==> src/rtl/step_core.sv <==
module step_core #(
  parameter int W = 8
) (
  input  logic           clk,
  input  logic           rst_n,
  output logic [W-1:0]   mem_addr,
  input  logic [W-1:0]   mem_rdata,
  output logic [2:0]     dbg_step,
  output logic [W-1:0]   dbg_ir,
  output logic [W-1:0]   dbg_iar,
  output logic [W-1:0]   dbg_acc,
  output logic [4*W-1:0] dbg_regs
);
  localparam logic [2:0] LAST = 3'd5;
  localparam logic [2:0] CMP  = 3'b111;

  logic [2:0]   step;
  logic [W-1:0] ir, iar, mar, acc, tmp;
  logic [W-1:0] gr [4];
  logic [W-1:0] bus, alu_b, alu_y;
  logic [2:0]   op;

  wire is_alu  = ir[W-1];
  wire is_data = (ir[W-1:W-4] == 4'b0010);
  wire [1:0] ra = ir[3:2];
  wire [1:0] rb = ir[1:0];
  wire bus1 = (step == 3'd0) || (step == 3'd3 && is_data);

  assign op    = (is_alu && step == 3'd4) ? ir[W-2:W-4] : 3'b000;
  assign alu_b = bus1 ? W'(1) : tmp;

  always_comb begin
    case (step)
      3'd0:    bus = iar;
      3'd3:    bus = is_data ? iar : gr[rb];
      3'd4:    bus = is_data ? mem_rdata : gr[ra];
      default: bus = acc;
    endcase
  end

  always_comb begin
    case (op)
      3'd0:    alu_y = bus + alu_b;
      3'd1:    alu_y = bus >> 1;
      3'd2:    alu_y = bus << 1;
      3'd3:    alu_y = ~bus;
      3'd4:    alu_y = bus & alu_b;
      3'd5:    alu_y = bus | alu_b;
      default: alu_y = bus ^ alu_b;
    endcase
  end

  always_ff @(posedge clk or negedge rst_n) begin
    if (!rst_n) begin
      step <= '0;
      ir   <= '0;
      iar  <= '0;
      mar  <= '0;
      acc  <= '0;
      tmp  <= '0;
      for (int i = 0; i < 4; i++) gr[i] <= '0;
    end else begin
      step <= (step == LAST) ? 3'd0 : step + 3'd1;
      case (step)
        3'd0: begin
          mar <= bus;
          acc <= alu_y;
        end
        3'd1: ir  <= mem_rdata;
        3'd2: iar <= bus;
        3'd3: begin
          if (is_data) begin
            mar <= bus;
            acc <= alu_y;
          end else if (is_alu) begin
            tmp <= bus;
          end
        end
        3'd4: begin
          if (is_data) gr[rb] <= bus;
          else if (is_alu) acc <= alu_y;
        end
        default: begin
          if (is_data) iar <= bus;
          else if (is_alu && ir[W-2:W-4] != CMP) gr[rb] <= bus;
        end
      endcase
    end
  end

  assign mem_addr = mar;
  assign dbg_step = step;
  assign dbg_ir   = ir;
  assign dbg_iar  = iar;
  assign dbg_acc  = acc;

  for (genvar k = 0; k < 4; k++) begin : g_dbg
    assign dbg_regs[k*W +: W] = gr[k];
  end

  AST_STEP_WRAP: assert property (@(posedge clk) disable iff (!rst_n) step == LAST |=> step == 3'd0);
  AST_STEP_ADV: assert property (@(posedge clk) disable iff (!rst_n) step != LAST |=> step == $past(step) + 3'd1);
  AST_IR_LOAD: assert property (@(posedge clk) disable iff (!rst_n) step == 3'd1 |=> ir == $past(mem_rdata));
  AST_IAR_QUIET: assert property (@(posedge clk) disable iff (!rst_n) (step == 3'd0 || step == 3'd1 || step == 3'd3 || step == 3'd4) |=> $stable(iar));
  AST_DATA_SKIP: assert property (@(posedge clk) disable iff (!rst_n) (step == LAST && is_data) |=> iar == $past(iar) + W'(1));
  AST_CMP_NOWRITE: assert property (@(posedge clk) disable iff (!rst_n) (step == LAST && is_alu && ir[W-2:W-4] == CMP) |=> $stable(dbg_regs));
  AST_NOP_REGS: assert property (@(posedge clk) disable iff (!rst_n) (step >= 3'd3 && !is_alu && !is_data) |=> $stable(dbg_regs));
endmodule

==> config.mk <==
export PLATFORM = sky130hd
export DESIGN_NAME = step_core
export DESIGN_NICKNAME = d
export VERILOG_FILES = /design/src/rtl/step_core.sv
export SDC_FILE = /design/constraint.sdc
export NUM_CORES = 1
export LEC_CHECK = 0
export ABC_AREA = 1
export CORE_MARGIN = 3
export CORE_UTILIZATION = 54
export CTS_BUF_LIST = sky130_fd_sc_hd__clkbuf_16
export DETAILED_ROUTE_END_ITERATION = 12
export PLACE_DENSITY = 0.8
export RECOVER_POWER = 25
export SLEW_MARGIN = 5
export SYNTH_ARGS = -nofsm -noshare
export SYNTH_HDL_FRONTEND = slang
export SYNTH_SLANG_ARGS = --single-unit
==> constraint.sdc <==
create_clock -name clk -period 3.9 [get_ports clk]
set_clock_uncertainty 0.15 [all_clocks]
set_input_delay 0.78 -clock clk [delete_from_list [all_inputs] [get_ports clk]]
set_output_delay 0.78 -clock clk [all_outputs]
set_load 0.005 [all_outputs]
==> results of run 1 <==
[how the worst max path moves through the flow]
stage / startpoint / end / slack, ps / depth (start not counted)
floorplan: dbg_step[0] / dbg_acc[2] / 780 / 19
global placement: mem_rdata[3] / dbg_acc[4] / 390 / 16
detailed placement: mem_rdata[0] / dbg_acc[4] / 340 / 17
CTS: dbg_step[0] / dbg_acc[4] / 330 / 18
global route: dbg_step[0] / dbg_acc[4] / 150 / 18
finish: dbg_ir[1] / dbg_acc[4] / 410 / 18
[area by class of cell]
| class | count | area share (%) |
|---|---|---|
| multi-input cells | 502 | 42.5 |
| flip-flops and latches | 75 | 31.7 |
| repair buffers | 82 | 13.5 |
| inverters | 84 | 5.35 |
| clock buffers | 9 | 3.81 |
| well taps | 105 | 2.22 |
| clock inverters | 7 | 0.867 |
[where the power goes]
group,switching [mW],internal (mW),total [mW]
clock,0.363,0.434,0.797
sequential,0.173,0.947,1.12
combinational,0.609,0.550,1.16
total,1.15,1.93,3.08
[logic make-up after synthesis]
group                      count (synthesis)  share of synthesized area [%]
and+or+nand+nor                          351                           31.9
AOI/OAI and AO/OA                        132                           15.2
buffers and inverters                    105                           8.87
DFF                                       75                           39.0
adders and majority gates                 18                           4.84
xor gates and xnor gates                   1                          0.182
[through the flow]
stage / std cells / hold WS, ps / power [mW]
4_1_cts: 864 / 341 / 3.07
5_1_grt: 864 / 373 / 3.25
2_1_floorplan: 682 / 303 / 1.71
3_3_place_gp: 848 / 317 / 2.25
6_report: 864 / 339 / 3.08
3_5_place_dp: 848 / 326 / 2.27
[tightest hold or removal path, stage by stage (launching register included)]
cell and delay [ps]:
dfrtp_1 340, nand2_1 50, o21ai_0 60
[registers in the layout, summed over array words and instances (netlist names)]
register / count
dbg_acc: 8
dbg_iar: 8
dbg_ir: 8
dbg_regs: 32
dbg_step: 3
mem_addr: 8
tmp: 8
[layer usage]
metal	GRT usage, %	wire length, µm
met5	0	0
met4	17.9	843
met3	5.49	1120
met2	47.6	6750
met1	38.0	6020
[cells in the final DEF (no fill, tap or decap), types with 8 or more instances in the layout]
master and count:
nand2_1 224, clkdlybuf4s50_1 75, a21oi_1 26, clkbuf_16 9, inv_1 80, nand3_1 42, nand2_2 8, dfrtp_1 75
nor2_1 40, o211ai_1 10, ha_1 17, o21ai_0 54, o21ai_1 34
==> impl_metrics.toml, run 1 <==
[worst_setup_path]
crit_fanout = 13
crit_family = "simple AND/OR/NAND/NOR gates"
worstPathRequired_ps = 3980
crit_buf_inv = 2
path_class = "register to register"
critPathArrivalTime_ps = 3570
slowest_stage = "dfrtp_1"
r2r_slack_ps = 410
worstRegToRegCells = 18
rr_startpoint = "dbg_ir[1]"
crit_chain = "inv_1 -> nor2_1 -> nand2_1 -> nand4_1 -> a21oi_1 -> nand3_1 -> nand2_2 -> inv_1 -> ha_1 -> fa_1 -> nand3_1 -> nand2_1 -> xor2_1 -> nor2_1 -> nor3_1 -> nand2_1 -> o21ai_1 -> nand2_1"
crit_path_frequent_cell = "nand2_1"
cp-start-kind = "register"
endpoint_kind = "register"
r2r-end = "dbg_acc[4]"
crit_path_max_incr_delay_ps = 510

[synth]
synth.cells.most_frequent = "nand2_1, inv_1, dfrtp_1"
synth_most_common_cell = "nand2_1"
ys_types = 36
synth_area_leaders = "dfrtp_1, nand2_1, inv_1"
synth-seq-cells = 75
synthCells = 682
ys.flop_type = "dfrtp_1"
syn_nets = 710
synth.top_cell.area_share_pct = 39.0
yosysTopAreaCell = "dfrtp_1"
synth_edf_count = 0
yosys_warnings = 0
netlist_area_um2 = 4810
async_reset_ff_share_pct = 100
synth_seq_area_share_pct = 39.0
avgSynthCellArea_um2 = 7.05

[finish]
multi_input_area_um2 = 2510
fin_nets = 782
final_area_um2 = 5910
antenna_cells = 0
final-seq-area_um2 = 1880
fillCellCount = 714
final_util_pct = 70.2
synthToLayoutAreaGrowth_pct = 22.9
drive_gt1_share_pct = 8.04

[power_and_ir_drop]
p_leak_nw = 3.06
peakVddDrop_uv = 272
power_density_nw_per_um2 = 520

[clocking]
htreeDepth = 3
ctsHoldBuffers = 0
cts_resized = 0
clk_latency_ps = 350
cts_setup_buffers = 0
cts_root_buffer = "clkbuf_16"
cts_tree = "yes"
clkTransAtPathRegs_ps = 60
cts.path.max_buffers = 2
numCtsBuffers = 9
cts_sinks = 75

[routing]
initialDrtViolationCount = 350
wl_per_cell_um = 17.1
drc = 0
vias_per_cell = 5.64
vias = 4874
wl_um = 14700
antenna_left = 0
dr.pass1.iters = 7

[placed_design]
hpwl_um = 10700
place_area_um2 = 5630
detailedPlace.worstSlack_ps = 342
portBuffers = 76
place_congestion = 0.941

[sta]
period_needed_ps = 3490
postLayoutSetupSlackWorst_ps = 411
setup-tns-final_ps = 0
final_hold_viol_count = 0
final.period_utilization_pct = 89.5
grt_setup_unrepaired = "no"
slew_headroom_pct = -27.4
setup_viol = 0
tightestPinTransition_ps = 1910
final_max_slew_viol_count = 76
fmax_ghz = 0.287

[min_path]
hold_path_depth = 2
min_to = "tmp[3]"
min_from = "tmp[3]"
hp-class = "register to register"

[global_routing]
grt_overflow = 0
antenna_found_initial = 0
grt_first_pass_wirelength_um = 23300
first_global_vias = 4594
grt_max_degree = 76
grt.total_usage_pct = 29.9

[floorplanning]
initial_utilization_pct = 57.1
core_area_um2 = 8420
die_w_um = 100
die_y_um = 100
ioPinCount = 77
die_area_um2 = 10100
std_cell_rows = 33

[run_status]
violations = "capacitance limit, slew limit"
outcome = "finished with violations"

[flow_run]
drv_cap = 1
Note: power is estimated with default switching activity, not from simulation.
==> inputs of run 2 (changes only) <==
--- a/config.mk
+++ b/config.mk
@@ -10,7 +10,7 @@
 export CORE_UTILIZATION = 54
 export CTS_BUF_LIST = sky130_fd_sc_hd__clkbuf_16
 export DETAILED_ROUTE_END_ITERATION = 12
-export PLACE_DENSITY = 0.8
+export PLACE_DENSITY_LB_ADDON = 0.1
 export RECOVER_POWER = 25
 export SLEW_MARGIN = 5
 export SYNTH_ARGS = -nofsm -noshare
==> impl_metrics.toml, run 2 (synthesis gave the netlist of run 1 again) <==
[placed_design]
place_area_um2 = 5630
hpwl_um = 10800
place_congestion = 0.920
dpl.cell_count = 847
portBuffers = 76

[routing]
drc = 0
vias_per_cell = 5.68
wl_per_cell_um = 17.6
vias = 4906
antenna_left = 0
dr.pass1.iters = 6
initialDrtViolationCount = 394
wl_um = 15200

[global_routing]
antenna_found_initial = 0
grt_overflow = 0
grt.total_usage_pct = 31.5
grt_first_pass_wirelength_um = 24600
first_global_vias = 4699
grt_max_degree = 76

[floorplanning]
core_area_um2 = 8420
std_cell_rows = 33
die_area_um2 = 10100
die_w_um = 100
die_y_um = 100
initial_utilization_pct = 57.1
ioPinCount = 77

[clocking]
clk_latency_ps = 340
cts_setup_buffers = 0
htreeDepth = 3
cts_sinks = 75
cts.path.max_buffers = 2
cts_tree = "yes"
clkTransAtPathRegs_ps = 70
numCtsBuffers = 9
cts_root_buffer = "clkbuf_16"

[min_path]
min_from = "mem_addr[4]"
hold_path_depth = 2
min_to = "mem_addr[4]"
hp-class = "register to register"

[finish]
final_common_cell = "nand2_1"
largest_reg_flops = 32
antenna_cells = 0
final_cell_mix = "nand2_1, inv_1, dfrtp_1, clkdlybuf4s50_1, o21ai_0"
fillCellCount = 712
synthToLayoutAreaGrowth_pct = 23.8
final_area_um2 = 5960
fin_nets = 781
final_util_pct = 70.7
stdcell_count = 863
drive_gt1_share_pct = 7.78

[sta]
final_max_slew_viol_count = 76
final.period_utilization_pct = 90.1
tightestPinTransition_ps = 1880
final_hold_viol_count = 0
grt_setup_unrepaired = "no"
setup-tns-final_ps = 0
period_needed_ps = 3510
fmax_ghz = 0.285
setup_viol = 0
slew_headroom_pct = -25.4
whs_ps = 334

[worst_setup_path]
crit_path_frequent_cell = "nand2_1"
path_class = "register to register"
crit_chain = "inv_1 -> nor2_1 -> nand2_1 -> nand4_1 -> a21oi_1 -> nand3_1 -> nand2_2 -> inv_1 -> ha_1 -> fa_1 -> nand3_1 -> nand2_1 -> xor2_1 -> nor2_1 -> nor3_1 -> nand2_1 -> o21ai_1 -> nand2_1"
endpoint_kind = "register"
startpoint = "dbg_ir[1]"
crit_path_max_incr_delay_ps = 530
crit_fanout = 13
crit_family = "simple AND/OR/NAND/NOR gates"
worstRegToRegCells = 18
slowest_stage = "dfrtp_1"
critPathArrivalTime_ps = 3580
r2r-end = "dbg_acc[4]"
cp-start-kind = "register"
rr_startpoint = "dbg_ir[1]"
r2r_slack_ps = 390
crit_buf_inv = 2
worstPathRequired_ps = 3970

[power_and_ir_drop]
peakVddDrop_uv = 261
power_density_nw_per_um2 = 538
p_leak_nw = 3.08

[run_status]
violations = "capacitance limit, slew limit"
outcome = "finished with violations"

[flow_run]
drv_cap = 1
## run 2: how the worst max path moves through the flow
stage                            end  slack, ps  cells past startpoint
after global routing      dbg_acc[4]        110                     18
after CTS                 dbg_acc[4]        400                     18
after detailed placement  dbg_acc[2]        370                     16
after floorplan           dbg_acc[2]        780                     19
final                     dbg_acc[4]        390                     18
after global placement    dbg_acc[4]        400                     16
## run 2: repair_timing
action,4_1_cts,5_1_grt
gates resized for setup,0,1
endpoints found under the setup margin,0,1
hold buffers,0,0
endpoints found under the hold margin,0,0
## run 2: final cells by class
| type | count | area, µm² | area share, % |
|---|---|---|---|
| multi-input combinational | 502 | 2510 | 42.2 |
| sequential | 75 | 1880 | 31.5 |
| clock inverter | 7 | 97.6 | 1.64 |
| inverter | 84 | 317 | 5.32 |
| tap | 105 | 131 | 2.21 |
| timing repair buffer | 81 | 793 | 13.3 |
| clock buffer | 9 | 225 | 3.78 |
## run 2: per-layer routing
| layer | GRT usage [%] | vias to the layer above | wire length [µm] |
|---|---|---|---|
| li1 | - | 2330 | - |
| met1 | 40.3 | 2267 | 5800 |
| met2 | 52.4 | 258 | 7560 |
| met3 | 5.91 | 51 | 1320 |
| met4 | 12.6 | 0 | 527 |
| met5 | 0 | - | 0 |
## run 2: per-stage QoR
step	power, mW	setup WS, ps
2_1_floorplan	1.71	775
3_3_place_gp	2.26	401
3_5_place_dp	2.28	372
4_1_cts	3.20	404
5_1_grt	3.41	110
6_report	3.21	388
## run 2: tightest hold or removal path, cell delays in order (launching register included)
cell and delay (ps):
dfrtp_1 340, nand2_1 50, o21ai_0 60
## run 2: where the power goes
| part | internal, mW | total, mW | switching (mW) |
|---|---|---|---|
| Combinational | 0.550 | 1.17 | 0.621 |
| Sequential | 0.947 | 1.12 | 0.170 |
| Clock | 0.565 | 0.920 | 0.355 |
| Total | 2.06 | 3.21 | 1.15 |
